[src/rtl/rng_pkg.sv]
package rng_pkg;

   // Walker control states
   typedef enum logic [1:0] {
      WS_IDLE  = 2'd0,
      WS_WALK  = 2'd1,
      WS_DRAIN = 2'd2
   } walk_state_e;

   // Per-line operation code presented on the cache port
   typedef enum logic {
      LOP_WBACK   = 1'b0,
      LOP_DISCARD = 1'b1
   } line_op_e;

   // Position of the register/operation fields in the select input
   localparam int unsigned SEL_REG_BIT = 0;
   localparam int unsigned SEL_OP_BIT  = 1;

endpackage

[src/rtl/rng_arm_regs.sv]
// Captures the lower address, tracks arming, and decodes the launch write.
module rng_arm_regs #(
   parameter int unsigned ADDR_W   = 32,
   parameter int unsigned LINE_LSB = 5,
   parameter int unsigned PAGE_LSB = 12
) (
   input  logic                         clk,
   input  logic                         rst_n,
   input  logic                         wr_en,
   input  logic [1:0]                   wr_sel,
   input  logic [ADDR_W-1:LINE_LSB]     wr_line,
   input  logic                         busy,
   output logic                         start_seen,
   output logic                         launch,
   output logic                         refuse,
   output logic                         launch_op,
   output logic [ADDR_W-PAGE_LSB-1:0]   launch_page,
   output logic [PAGE_LSB-LINE_LSB-1:0] launch_first,
   output logic [PAGE_LSB-LINE_LSB-1:0] launch_last,
   output logic                         launch_empty
);
   import rng_pkg::*;

   localparam int unsigned PG_W  = ADDR_W - PAGE_LSB;
   localparam int unsigned OFF_W = PAGE_LSB - LINE_LSB;

   logic                     armed_q;
   logic                     arm_op_q;
   logic [ADDR_W-1:LINE_LSB] lo_line_q;

   logic wr_ok;
   logic is_lo_wr;
   logic is_hi_wr;
   logic hi_matches;
   logic page_cross;

   logic [PG_W-1:0]  lo_page;
   logic [PG_W-1:0]  hi_page;
   logic [OFF_W-1:0] lo_off;
   logic [OFF_W-1:0] hi_off;

   // Writes are only honoured while no run is in progress.
   assign wr_ok    = wr_en && !busy;
   assign is_lo_wr = wr_ok && !wr_sel[SEL_REG_BIT];
   assign is_hi_wr = wr_ok &&  wr_sel[SEL_REG_BIT];

   assign hi_matches = is_hi_wr && armed_q && (arm_op_q == wr_sel[SEL_OP_BIT]);

   assign lo_page = lo_line_q[ADDR_W-1:PAGE_LSB];
   assign hi_page = wr_line[ADDR_W-1:PAGE_LSB];
   assign lo_off  = lo_line_q[PAGE_LSB-1:LINE_LSB];
   assign hi_off  = wr_line[PAGE_LSB-1:LINE_LSB];

   assign page_cross = (lo_page != hi_page);

   assign start_seen   = is_lo_wr;
   assign launch       = hi_matches && !page_cross;
   assign refuse       = hi_matches &&  page_cross;
   assign launch_op    = arm_op_q;
   assign launch_page  = lo_page;
   assign launch_first = lo_off;
   assign launch_last  = hi_off;
   assign launch_empty = (hi_off < lo_off);

   always_ff @(posedge clk) begin
      if (!rst_n) begin
         armed_q   <= 1'b0;
         arm_op_q  <= 1'b0;
         lo_line_q <= '0;
      end else if (is_lo_wr) begin
         armed_q   <= 1'b1;
         arm_op_q  <= wr_sel[SEL_OP_BIT];
         lo_line_q <= wr_line;
      end else if (hi_matches) begin
         armed_q   <= 1'b0;
      end
   end

endmodule

[src/rtl/rng_walker.sv]
// Steps through line offsets inside one page and drives the command port.
module rng_walker #(
   parameter int unsigned PG_W  = 20,
   parameter int unsigned OFF_W = 7
) (
   input  logic             clk,
   input  logic             rst_n,
   input  logic             launch,
   input  logic             launch_op,
   input  logic [PG_W-1:0]  launch_page,
   input  logic [OFF_W-1:0] launch_first,
   input  logic [OFF_W-1:0] launch_last,
   input  logic             launch_empty,
   input  logic             cmd_ready,
   output logic             cmd_valid,
   output logic             cmd_op,
   output logic [PG_W-1:0]  cmd_page,
   output logic [OFF_W-1:0] cmd_off,
   output logic             busy
);
   import rng_pkg::*;

   walk_state_e      state_q;
   walk_state_e      state_d;
   line_op_e         op_q;
   logic [PG_W-1:0]  page_q;
   logic [OFF_W-1:0] cur_q;
   logic [OFF_W-1:0] last_q;

   logic at_last;
   logic accept;

   assign at_last = (cur_q == last_q);
   assign accept  = (state_q == WS_WALK) && cmd_ready;

   always_comb begin
      state_d = state_q;
      unique case (state_q)
         WS_IDLE: begin
            if (launch) begin
               state_d = launch_empty ? WS_DRAIN : WS_WALK;
            end
         end
         WS_WALK: begin
            if (cmd_ready && at_last) begin
               state_d = WS_DRAIN;
            end
         end
         WS_DRAIN: begin
            state_d = WS_IDLE;
         end
         default: begin
            state_d = WS_IDLE;
         end
      endcase
   end

   always_ff @(posedge clk) begin
      if (!rst_n) begin
         state_q <= WS_IDLE;
         op_q    <= LOP_WBACK;
         page_q  <= '0;
         cur_q   <= '0;
         last_q  <= '0;
      end else begin
         state_q <= state_d;
         if ((state_q == WS_IDLE) && launch) begin
            op_q   <= line_op_e'(launch_op);
            page_q <= launch_page;
            cur_q  <= launch_first;
            last_q <= launch_last;
         end else if (accept && !at_last) begin
            cur_q  <= cur_q + OFF_W'(1);
         end
      end
   end

   assign cmd_valid = (state_q == WS_WALK);
   assign cmd_op    = op_q;
   assign cmd_page  = page_q;
   assign cmd_off   = cur_q;
   assign busy      = (state_q != WS_IDLE);

endmodule

[src/rtl/rng_err_flag.sv]
// Holds the page-crossing error; the clearing event is chosen by parameter.
module rng_err_flag #(
   parameter bit CLEAR_ON_START = 1'b1
) (
   input  logic clk,
   input  logic rst_n,
   input  logic refuse,
   input  logic start_seen,
   input  logic launch,
   output logic err
);
   logic clr;
   logic err_q;

   generate
      if (CLEAR_ON_START) begin : g_clr_start
         assign clr = start_seen;
      end else begin : g_clr_launch
         assign clr = launch;
      end
   endgenerate

   always_ff @(posedge clk) begin
      if (!rst_n) begin
         err_q <= 1'b0;
      end else if (refuse) begin
         err_q <= 1'b1;
      end else if (clr) begin
         err_q <= 1'b0;
      end
   end

   assign err = err_q;

endmodule

[src/rtl/line_range_engine.sv]
module line_range_engine #(
   parameter int unsigned ADDR_W         = 32,
   parameter int unsigned LINE_BYTES     = 32,
   parameter int unsigned PAGE_BYTES     = 4096,
   parameter bit          CLEAR_ON_START = 1'b1
) (
   input  logic              clk,
   input  logic              rst_n,
   input  logic              reg_wr_en,
   input  logic [1:0]        reg_wr_sel,
   input  logic [ADDR_W-1:0] reg_wr_data,
   output logic              cpu_stall,
   output logic              range_err,
   output logic              line_cmd_valid,
   input  logic              line_cmd_ready,
   output logic              line_cmd_op,
   output logic [ADDR_W-1:0] line_cmd_addr
);
   localparam int unsigned LINE_LSB = $clog2(LINE_BYTES);
   localparam int unsigned PAGE_LSB = $clog2(PAGE_BYTES);
   localparam int unsigned PG_W     = ADDR_W - PAGE_LSB;
   localparam int unsigned OFF_W    = PAGE_LSB - LINE_LSB;

   // Elaboration-time parameter checks
   generate
      if ((1 << LINE_LSB) != LINE_BYTES || LINE_BYTES < 2) begin : g_bad_line
         $error("LINE_BYTES must be a power of two of at least 2");
      end
      if ((1 << PAGE_LSB) != PAGE_BYTES) begin : g_bad_page
         $error("PAGE_BYTES must be a power of two");
      end
      if (PAGE_BYTES <= LINE_BYTES) begin : g_bad_ratio
         $error("PAGE_BYTES must exceed LINE_BYTES");
      end
      if (ADDR_W <= PAGE_LSB) begin : g_bad_addr
         $error("ADDR_W must be wider than the page offset");
      end
   endgenerate

   logic              start_seen;
   logic              launch;
   logic              refuse;
   logic              launch_op;
   logic [PG_W-1:0]   launch_page;
   logic [OFF_W-1:0]  launch_first;
   logic [OFF_W-1:0]  launch_last;
   logic              launch_empty;
   logic              busy;
   logic [PG_W-1:0]   cmd_page;
   logic [OFF_W-1:0]  cmd_off;
   logic              unused_low_bits;

   // Byte offset inside a line plays no part in the walk.
   assign unused_low_bits = ^reg_wr_data[LINE_LSB-1:0];

   rng_arm_regs #(
      .ADDR_W   (ADDR_W),
      .LINE_LSB (LINE_LSB),
      .PAGE_LSB (PAGE_LSB)
   ) i_arm (
      .clk          (clk),
      .rst_n        (rst_n),
      .wr_en        (reg_wr_en),
      .wr_sel       (reg_wr_sel),
      .wr_line      (reg_wr_data[ADDR_W-1:LINE_LSB]),
      .busy         (busy),
      .start_seen   (start_seen),
      .launch       (launch),
      .refuse       (refuse),
      .launch_op    (launch_op),
      .launch_page  (launch_page),
      .launch_first (launch_first),
      .launch_last  (launch_last),
      .launch_empty (launch_empty)
   );

   rng_walker #(
      .PG_W  (PG_W),
      .OFF_W (OFF_W)
   ) i_walk (
      .clk          (clk),
      .rst_n        (rst_n),
      .launch       (launch),
      .launch_op    (launch_op),
      .launch_page  (launch_page),
      .launch_first (launch_first),
      .launch_last  (launch_last),
      .launch_empty (launch_empty),
      .cmd_ready    (line_cmd_ready),
      .cmd_valid    (line_cmd_valid),
      .cmd_op       (line_cmd_op),
      .cmd_page     (cmd_page),
      .cmd_off      (cmd_off),
      .busy         (busy)
   );

   rng_err_flag #(
      .CLEAR_ON_START (CLEAR_ON_START)
   ) i_err (
      .clk        (clk),
      .rst_n      (rst_n),
      .refuse     (refuse),
      .start_seen (start_seen),
      .launch     (launch),
      .err        (range_err)
   );

   assign cpu_stall     = busy;
   assign line_cmd_addr = {cmd_page, cmd_off, {LINE_LSB{1'b0}}};

endmodule

[config.mk]
export PLATFORM = sky130hd
export DESIGN_NAME = line_range_engine
export DESIGN_NICKNAME = d
export VERILOG_FILES = /design/src/rtl/rng_pkg.sv /design/src/rtl/rng_arm_regs.sv /design/src/rtl/rng_walker.sv /design/src/rtl/rng_err_flag.sv /design/src/rtl/line_range_engine.sv
export SDC_FILE = /design/constraint.sdc
export NUM_CORES = 1
export LEC_CHECK = 0
export BUFFER_PORTS_ARGS = -buffer_cell sky130_fd_sc_hd__buf_2
export CAP_MARGIN = 15
export CORE_MARGIN = 4
export CORE_UTILIZATION = 30
export CTS_CLUSTER_DIAMETER = 80
export DETAILED_ROUTE_END_ITERATION = 8
export PLACE_DENSITY = 0.56
export RECOVER_POWER = 50
export SKIP_CTS_REPAIR_TIMING = 1
export SYNTH_ARGS = -nofsm -noshare
export SYNTH_HDL_FRONTEND = slang
export SYNTH_SLANG_ARGS = --single-unit
[constraint.sdc]
create_clock -name clk -period 6.05 [get_ports clk]
set_clock_uncertainty 0.2 [all_clocks]
set_input_delay 1.21 -clock clk [delete_from_list [all_inputs] [get_ports clk]]
set_output_delay 1.21 -clock clk [all_outputs]
set_load 0.02 [all_outputs]
==> impl_metrics.toml, run 1 <==
[global_route]
met3_usage = 0.0376
antenna_found_initial = 1
met1_usage = 0.169
grt_pass1_wl_um = 12000
busiest_layer = "met2"
grt_max_degree = 68
track_usage = 0.133
use_met2 = 0.211
grt.overflow.total = 0
grt_pass1_vias = 2417

[timing]
worst_slew_pin_slew_ps = 1880
post-route-period-util = 0.512
holdWs_ps = 252
rsz0062_at_grt = "no"
final.setup.tns_ps = 0
relSlewSlack = -0.250
setup_ws_ps = 2950
hold_viol = 0
final_max_slew_viol_count = 31
period_needed_ps = 3100
setup_violations = 0
fmax_ghz = 0.323

[worst_setup_path]
worstSetupPathType = "in -> reg"
crit_slowest_cell = "or2_0"
critPathTopFamily = "simple AND/OR/NAND/NOR gates"
critPathMaxFanout = 30
r2r_start = "i_walk.state_q[0]"
max_stage_delay_ps = 1390
crit_arrival_ps = 3180
cp-start-kind = "input port"
required_ps = 6130
path_buf_inv = 1
endpoint_kind = "flip-flop"
critical_path.cell_chain = "buf_2 -> nand2_1 -> or2_0 -> a22oi_1 -> nor2_1"
crit_path_start = "reg_wr_en"

[hold_path]
hp-start = "i_walk.cmd_page[14]"
min_path_type = "reg -> reg"

[routing]
routed_via_density = 4.51
drtPass1Iterations = 4
drc = 0
vias = 2584
routed_wl_um = 7590
wire_per_inst_um = 13.3
drtIter0Drc = 143
ant_nets = 0

[floorplan]
die_y_um = 109
ioPinCount = 74
placeableCoreArea_um2 = 9820
fp.dieArea_um2 = 11800
die_x_um = 109
start_util = 0.309
num_rows = 36

[run_status]
violations = "max-capacitance violations, max-slew violations"
outcome = "finished, violations left"

[synthesis]
ys_seq_area_frac = 0.442
ys.flop_type = "dfxtp_1"
avgSynthCellArea_um2 = 8.02
postSynthCellCount = 378
async_flop_share = 0
synth_area_um2 = 3030
ys_warn_count = 0
synth_cell_types = 37
synth-edff-count = 0
synth-seq-cells = 67

[power]
ir_drop_mv = 0.0758
pwr_density_cell_nw_per_um2 = 255
p_leak_nw = 1.34
total_power_mw = 0.923

[finish]
design_area_um2 = 3610
multi_input_area_um2 = 1540
final_nets = 480
drive_above_1_share = 0.168
stdcell_count = 573
final_util = 0.368
seq_area_um2 = 1340
fillers = 1085
num_antenna_cells = 0
areaGrowthSynthToFinish_pct = 19.2

[clock_tree]
clk_path_buf_depth = 2
cts-root-buf = "clkbuf_8"
numClockSinks = 67
clk_pin_slew_ps = 70
clk_latency_ps = 350
cts_tree = "done"
cts_max_level = 3
cts_made_buffers = 9

[placed_design]
dp_hpwl_um = 5160
portBuffers = 63
place_ws_ps = 2810
place_congestion = 0.726
dp.cells = 557
placed_cell_area_um2 = 3430

[flow_run]
drv_cap = 1
-- cells in the mapped netlist (all sizes together), types with 5 or more instances --
library cell / count / area, um2
nand2: 120 / 450
dfxtp: 67 / 1340
a21oi: 59 / 307
xnor2: 23 / 201
clkbuf: 14 / 52.6
nor2: 14 / 52.6
buf: 11 / 81.3
xor2: 9 / 78.8
inv: 8 / 30.0
ha: 7 / 87.6
nand3: 7 / 35.0
a211oi: 6 / 45.0
nand4: 5 / 31.3
-- final timing paths --
| path | end | slack (ps) | cells past startpoint |
|---|---|---|---|
| worst max-delay path | i_err.err | 2950 | 5 |
| worst min register to register | i_walk.cmd_page[14] | 250 | 2 |
| worst max register to register | i_err.err | 3490 | 5 |
| worst min-delay path | i_walk.cmd_page[14] | 250 | 2 |
-- worst reg2reg max path, delay by kind of cell (launching register included) --
family | cells | cell delay [ps]
AND/OR/NAND/NOR | 4 | 1710
flip-flops | 1 | 350
AO/OA/AOI/OAI | 1 | 250
-- placed cells by master (no fill, tap or decap), types with 2 or more instances in the layout --
| master | instances |
|---|---|
| buf_4 | 4 |
| nor2_1 | 13 |
| clkbuf_1 | 22 |
| dfxtp_1 | 67 |
| a21oi_1 | 58 |
| xnor2_1 | 23 |
| nand4_1 | 5 |
| mux2_2 | 2 |
| a31oi_2 | 2 |
| or3_1 | 3 |
| inv_1 | 7 |
| nand2b_1 | 3 |
| clkbuf_8 | 12 |
| nor3_2 | 2 |
| conb_1 | 5 |
| nand2_1 | 120 |
| buf_2 | 42 |
| ha_1 | 7 |
| nand3_1 | 7 |
| a211oi_1 | 6 |
| xor2_1 | 9 |
-- per-layer routing --
layer / vias to the layer above / wire length (um)
li1: 1344 / -
met3: 14 / 397
met4: 2 / 163
met1: 1170 / 3540
met5: - / 13
met2: 54 / 3480
-- kinds of logic after synthesis --
kind of cell	after synthesis	synth area share
other	1	0.00124
adders and majority gates	7	0.0289
buffers and inverters	33	0.0541
and+or+nand+nor	162	0.229
DFF	67	0.442
muxes	3	0.0107
xor gates and xnor gates	32	0.0924
AOI/OAI and AO/OA	73	0.142
-- cell type report --
| class | count | share of cell area |
|---|---|---|
| clock buffer | 13 | 0.0467 |
| clock inverter | 3 | 0.0121 |
| inverter | 8 | 0.00831 |
| multi-input combinational | 282 | 0.427 |
| sequential | 67 | 0.371 |
| tap | 133 | 0.0461 |
| timing repair buffer | 67 | 0.0883 |
-- flip-flops by register name, summed over array words and instances (netlist names) --
register,flops
i_arm.armed_q,1
i_arm.launch_op,1
i_arm.lo_line_q,27
i_err.err,1
i_walk.cmd_off,7
i_walk.cmd_op,1
i_walk.cmd_page,20
i_walk.last_q,7
i_walk.state_q,2
-- where the power goes --
group / internal, mW / switching, mW / total, mW / leakage [nW]
combinational: 0.0284 / 0.0420 / 0.0704 / 0.688
sequential: 0.450 / 0.00733 / 0.457 / 0.543
clock: 0.225 / 0.170 / 0.395 / 0.110
Power figures use the tool's default switching activity.
==> inputs of run 2 (changes only) <==
--- a/config.mk
+++ b/config.mk
@@ -11,7 +11,7 @@
 export CORE_UTILIZATION = 30
 export CTS_CLUSTER_DIAMETER = 80
 export DETAILED_ROUTE_END_ITERATION = 8
-export PLACE_DENSITY = 0.56
+export PLACE_DENSITY = 0.58
 export RECOVER_POWER = 50
 export SKIP_CTS_REPAIR_TIMING = 1
 export SYNTH_ARGS = -nofsm -noshare
==> constraint.sdc (replaced) <==
create_clock -name clk -period 2.8 [get_ports clk]
set_clock_uncertainty 0.2 [all_clocks]
set_input_delay 0.56 -clock clk [delete_from_list [all_inputs] [get_ports clk]]
set_output_delay 0.56 -clock clk [all_outputs]
set_load 0.02 [all_outputs]
==> impl_metrics.toml, run 2 (same netlist as run 1, synthesis figures left out) <==
[flow_run]
drv_cap = 0

[worst_setup_path]
cp-start-kind = "flip-flop"
r2r-end = "i_walk.cmd_page[9]"
required_ps = 2870
worstSetupPathType = "reg -> reg"
critPathMaxFanout = 13
worst_r2r_path_depth = 7
endpoint_kind = "flip-flop"
max_stage_delay_ps = 450
ff2ff_setup_slack_ps = 640
critical_path.cell_chain = "xnor2_1 -> nand4_1 -> nor3_2 -> and3_1 -> buf_4 -> nand2_1 -> a21oi_1"
r2r_start = "i_arm.lo_line_q[14]"
crit_arrival_ps = 2230
crit_slowest_cell = "and3_1"

[floorplan]
start_util = 0.309
fp.dieArea_um2 = 11800
ioPinCount = 74
placeableCoreArea_um2 = 9820
die_y_um = 109
die_x_um = 109
num_rows = 36

[timing]
setup_violations = 0
post-route-period-util = 0.771
hold_viol = 0
final.setup.tns_ps = 0
period_needed_ps = 2160
worst_slew_pin_slew_ps = 1170
fmax_ghz = 0.463
rsz0062_at_grt = "no"
final_max_slew_viol_count = 0
relSlewSlack = 0.219

[placed_design]
placed_cell_area_um2 = 3470
place_congestion = 0.720
dp.cells = 560
dp_hpwl_um = 5210
portBuffers = 63

[power]
pwr_density_cell_nw_per_um2 = 558
ir_drop_mv = 0.176
total_power_mw = 2.05
p_leak_nw = 1.34

[global_route]
grt.overflow.total = 0
antenna_found_initial = 0
grt_pass1_wl_um = 11700
grt_max_degree = 68
track_usage = 0.128
grt_pass1_vias = 2387

[finish]
stdcell_count = 576
fillers = 1091
final_nets = 483
num_antenna_cells = 0
design_area_um2 = 3660
largest_register_ff_count = 27
regMostFlops = "i_arm.lo_line_q"
areaGrowthSynthToFinish_pct = 20.8
final_common_cell = "nand2_1"
layout_common_cells = "nand2_1 (120), dfxtp_1 (67), a21oi_1 (58)"
drive_above_1_share = 0.158
multi_input_area_um2 = 1540
final_util = 0.373
seq_area_um2 = 1340

[clock_tree]
cts_made_buffers = 9
clk_path_buf_depth = 2
cts_tree = "done"
numClockSinks = 67
cts-root-buf = "clkbuf_8"
cts_max_level = 3
clk_latency_ps = 340
clk_pin_slew_ps = 80

[routing]
ant_nets = 0
vias = 2579
routed_via_density = 4.48
drtPass1Iterations = 4
drc = 0
wire_per_inst_um = 12.9
routed_wl_um = 7410
drtIter0Drc = 82

[run_status]
outcome = "finished, final reports clean"

[hold_path]
min_path_cells = 2
min_path_type = "reg -> reg"
holdPathEnd = "i_walk.cmd_page[6]"
hp-start = "i_walk.cmd_page[6]"
-- run 2: cell types whose count changed in the layout (fill, tap and decap cells not counted) --
cell / delta
clkbuf_1: +7
or2_0: -1
or2_1: +1
buf_4: +1
buf_12: +2
buf_2: -8
clkbuf_8: -2
clkinv_2: +1
clkinv_4: +1
bufinv_16: +1
-- run 2: through the flow --
stage / setup slack [ps] / hold WS [ps]
4_1_cts: 626 / 249
6_report: 640 / 251
3_5_place_dp: 321 / 241
5_1_grt: 413 / 244
2_1_floorplan: 688 / 236
3_3_place_gp: 333 / 238
-- run 2: per-layer routing --
| metal | GRT usage | part of all wire |
|---|---|---|
| met5 | 0 | 0 |
| met3 | 0.0382 | 0.049 |
| met4 | 0.0460 | 0.016 |
| met2 | 0.199 | 0.47 |
| met1 | 0.169 | 0.47 |
-- run 2: worst max-delay path by stage --
stage | slack (ps) | from | end | depth (start not counted)
final | 640 | i_arm.lo_line_q[14] | i_walk.cmd_page[9] | 7
after global routing | 410 | i_arm.lo_line_q[29] | i_walk.cmd_page[11] | 7
after CTS | 630 | i_arm.lo_line_q[14] | i_walk.cmd_page[9] | 7
after detailed placement | 320 | reg_wr_data[23] | i_walk.cmd_page[9] | 8
after global placement | 330 | reg_wr_data[23] | i_walk.cmd_off[6] | 7
after floorplan | 690 | reg_wr_data[9] | i_walk.state_q[0] | 6
-- run 2: worst max-delay path, delay by kind of cell (launching register included) --
| kind | cells | cell delay, ps |
|---|---|---|
| compound gates | 1 | 160 |
| xor+xnor | 1 | 210 |
| buf+inv | 1 | 280 |
| flops | 1 | 330 |
| simple gates | 4 | 900 |
-- run 2: layout make-up --
| cell class | instances | area share |
|---|---|---|
| Multi-Input combinational cell | 282 | 0.421 |
| Sequential cell | 67 | 0.366 |
| Timing Repair Buffer | 70 | 0.0973 |
| Tap cell | 133 | 0.0454 |
| Clock buffer | 10 | 0.0376 |
| Clock inverter | 6 | 0.0239 |
| Inverter | 8 | 0.00820 |
-- run 2: report_power, final --
| group | internal [mW] | total (mW) | switching (mW) |
|---|---|---|---|
| clock network | 0.527 | 0.903 | 0.376 |
| logic | 0.0651 | 0.155 | 0.0901 |
| registers | 0.972 | 0.988 | 0.0156 |
| total | 1.56 | 2.05 | 0.482 |
==> inputs of run 3 (changes only) <==
==> constraint.sdc (replaced) <==
create_clock -name clk -period 1.7 [get_ports clk]
set_clock_uncertainty 0.2 [all_clocks]
set_input_delay 0.34 -clock clk [delete_from_list [all_inputs] [get_ports clk]]
set_output_delay 0.34 -clock clk [all_outputs]
set_load 0.02 [all_outputs]
==> impl_metrics.toml, run 3 (same netlist as run 1, synthesis figures left out) <==
[routing]
drtPass1Iterations = 4
wl_met3_um = 423
ant_nets = 0
wire_per_inst_um = 13.6
drtIter0Drc = 110
met1_length_um = 4050
dr.max_layer_used = "met4"
routed_wl_um = 8750
vias = 2929
routed_via_density = 4.56
drc = 0
wl_met2_um = 4170

[timing]
rsz0062_at_grt = "yes"
holdWs_ps = 47.4
fmax_ghz = 0.499
final_max_slew_viol_count = 0
post-route-period-util = 1.18
final.setup.tns_ps = -5910
hold_viol = 0
setup_violations = 38
period_needed_ps = 2000
setup_ws_ps = -304

[flow_run]
drv_cap = 0

[worst_setup_path]
worstSetupPathType = "reg -> reg"
critPathTopFamily = "simple AND/OR/NAND/NOR gates"
critical_path.cell_chain = "xnor2_2 -> nand4_1 -> nor3_4 -> and3_4 -> buf_12 -> mux2_4 -> a31oi_2"
max_stage_delay_ps = 340
cp-start-kind = "flip-flop"
critPathMaxFanout = 6
endpoint_kind = "flip-flop"
path_buf_inv = 1
crit_slowest_cell = "dfxtp_2"
crit_arrival_ps = 2070
required_ps = 1770

[clock_tree]
cts-root-buf = "clkbuf_8"
cts_max_level = 3
clk_pin_slew_ps = 80
cts_tree = "done"
clk_latency_ps = 340
cts_made_buffers = 9
numClockSinks = 67
clk_path_buf_depth = 2

[power]
clock_power_share = 0.407
pwr-share-seq = 0.483
ir_drop_mv = 0.324
p_int_mw = 2.49
pwr_density_cell_nw_per_um2 = 723
p_leak_nw = 1.93
p_sw_mw = 0.861
pwr-share-comb = 0.110
total_power_mw = 3.35
switching_share = 0.257

[global_route]
grt.overflow.total = 0
grt_pass1_wl_um = 13200
track_usage = 0.144
grt_max_degree = 32
grt_pass1_vias = 2801
antenna_found_initial = 0

[run_status]
outcome = "finished, violations left"
violations = "negative setup slack"

[finish]
layout_common_cells = "nand2_1 (101), buf_4 (59), dfxtp_1 (49)"
regMostFlops = "i_arm.lo_line_q"
final_nets = 549
drive_above_1_share = 0.450
areaGrowthSynthToFinish_pct = 53.0
final_common_cell = "nand2_1"
num_antenna_cells = 0
largest_register_ff_count = 27

[placed_design]
portBuffers = 63
dp_hpwl_um = 6060
place_congestion = 0.782

[floorplan]
placeableCoreArea_um2 = 9820
start_util = 0.309
die_x_um = 109
fp.dieArea_um2 = 11800
num_rows = 36
die_y_um = 109
ioPinCount = 74

[hold_path]
min_path_type = "in -> reg"
## run 3: changes by cell type in the layout (fill, tap and decap cells not counted), sizes merged
cell,delta
buf,+69
clkbuf,-3
bufinv,-1
clkinv,-1
clkinvlp,+1
inv,+1
## run 3: final timing paths
check,slack [ps],cells past startpoint,end,start
setup / recovery,-300,7,i_walk.cmd_off[5],i_arm.lo_line_q[26]
hold / removal,50,3,i_arm.lo_line_q[21],reg_wr_data[21]
setup reg to reg,-300,7,i_walk.cmd_off[5],i_arm.lo_line_q[26]
hold reg to reg,250,2,i_walk.cmd_page[4],i_walk.cmd_page[4]
## run 3: worst reg2reg max path, cell delays in order (launching register included)
cell and delay [ps]:
dfxtp_2 340, xnor2_2 150, nand4_1 160, nor3_4 260
and3_4 240, buf_12 140, mux2_4 310, a31oi_2 120
## run 3: power by group through the flow
stage	registers [mW]	clock network (mW)	logic (mW)
after global placement	1.66	0	0.331
after CTS	1.62	1.41	0.336
after floorplan	1.66	0	0.168
final	1.62	1.37	0.369
after global routing	1.63	1.48	0.406
after detailed placement	1.66	0	0.335
## run 3: per-layer routing
layer,GRT usage,vias up
li1,-,1481
met1,0.178,1393
met2,0.235,47
met3,0.0472,8
met4,0.0505,0
met5,0,-
## run 3: per-stage QoR
step / util / setup WS [ps] / std cells / cell area, um2
floorplan: - / -131 / 382 / 3120
global placement: 0.408 / -389 / 620 / 4010
detailed placement: 0.408 / -462 / 620 / 4010
CTS: 0.429 / -337 / 636 / 4210
global route: 0.472 / -377 / 642 / 4640
finish: 0.472 / -304 / 642 / 4640
## run 3: cell type report
cell class,instances,area [um2]
Timing Repair Buffer,136,962
Tap cell,133,166
Multi-Input combinational cell,282,1910
Fill cell,1018,5180
Clock buffer,10,138
Inverter,8,30.0
Sequential cell,67,1370
Clock inverter,6,62.6
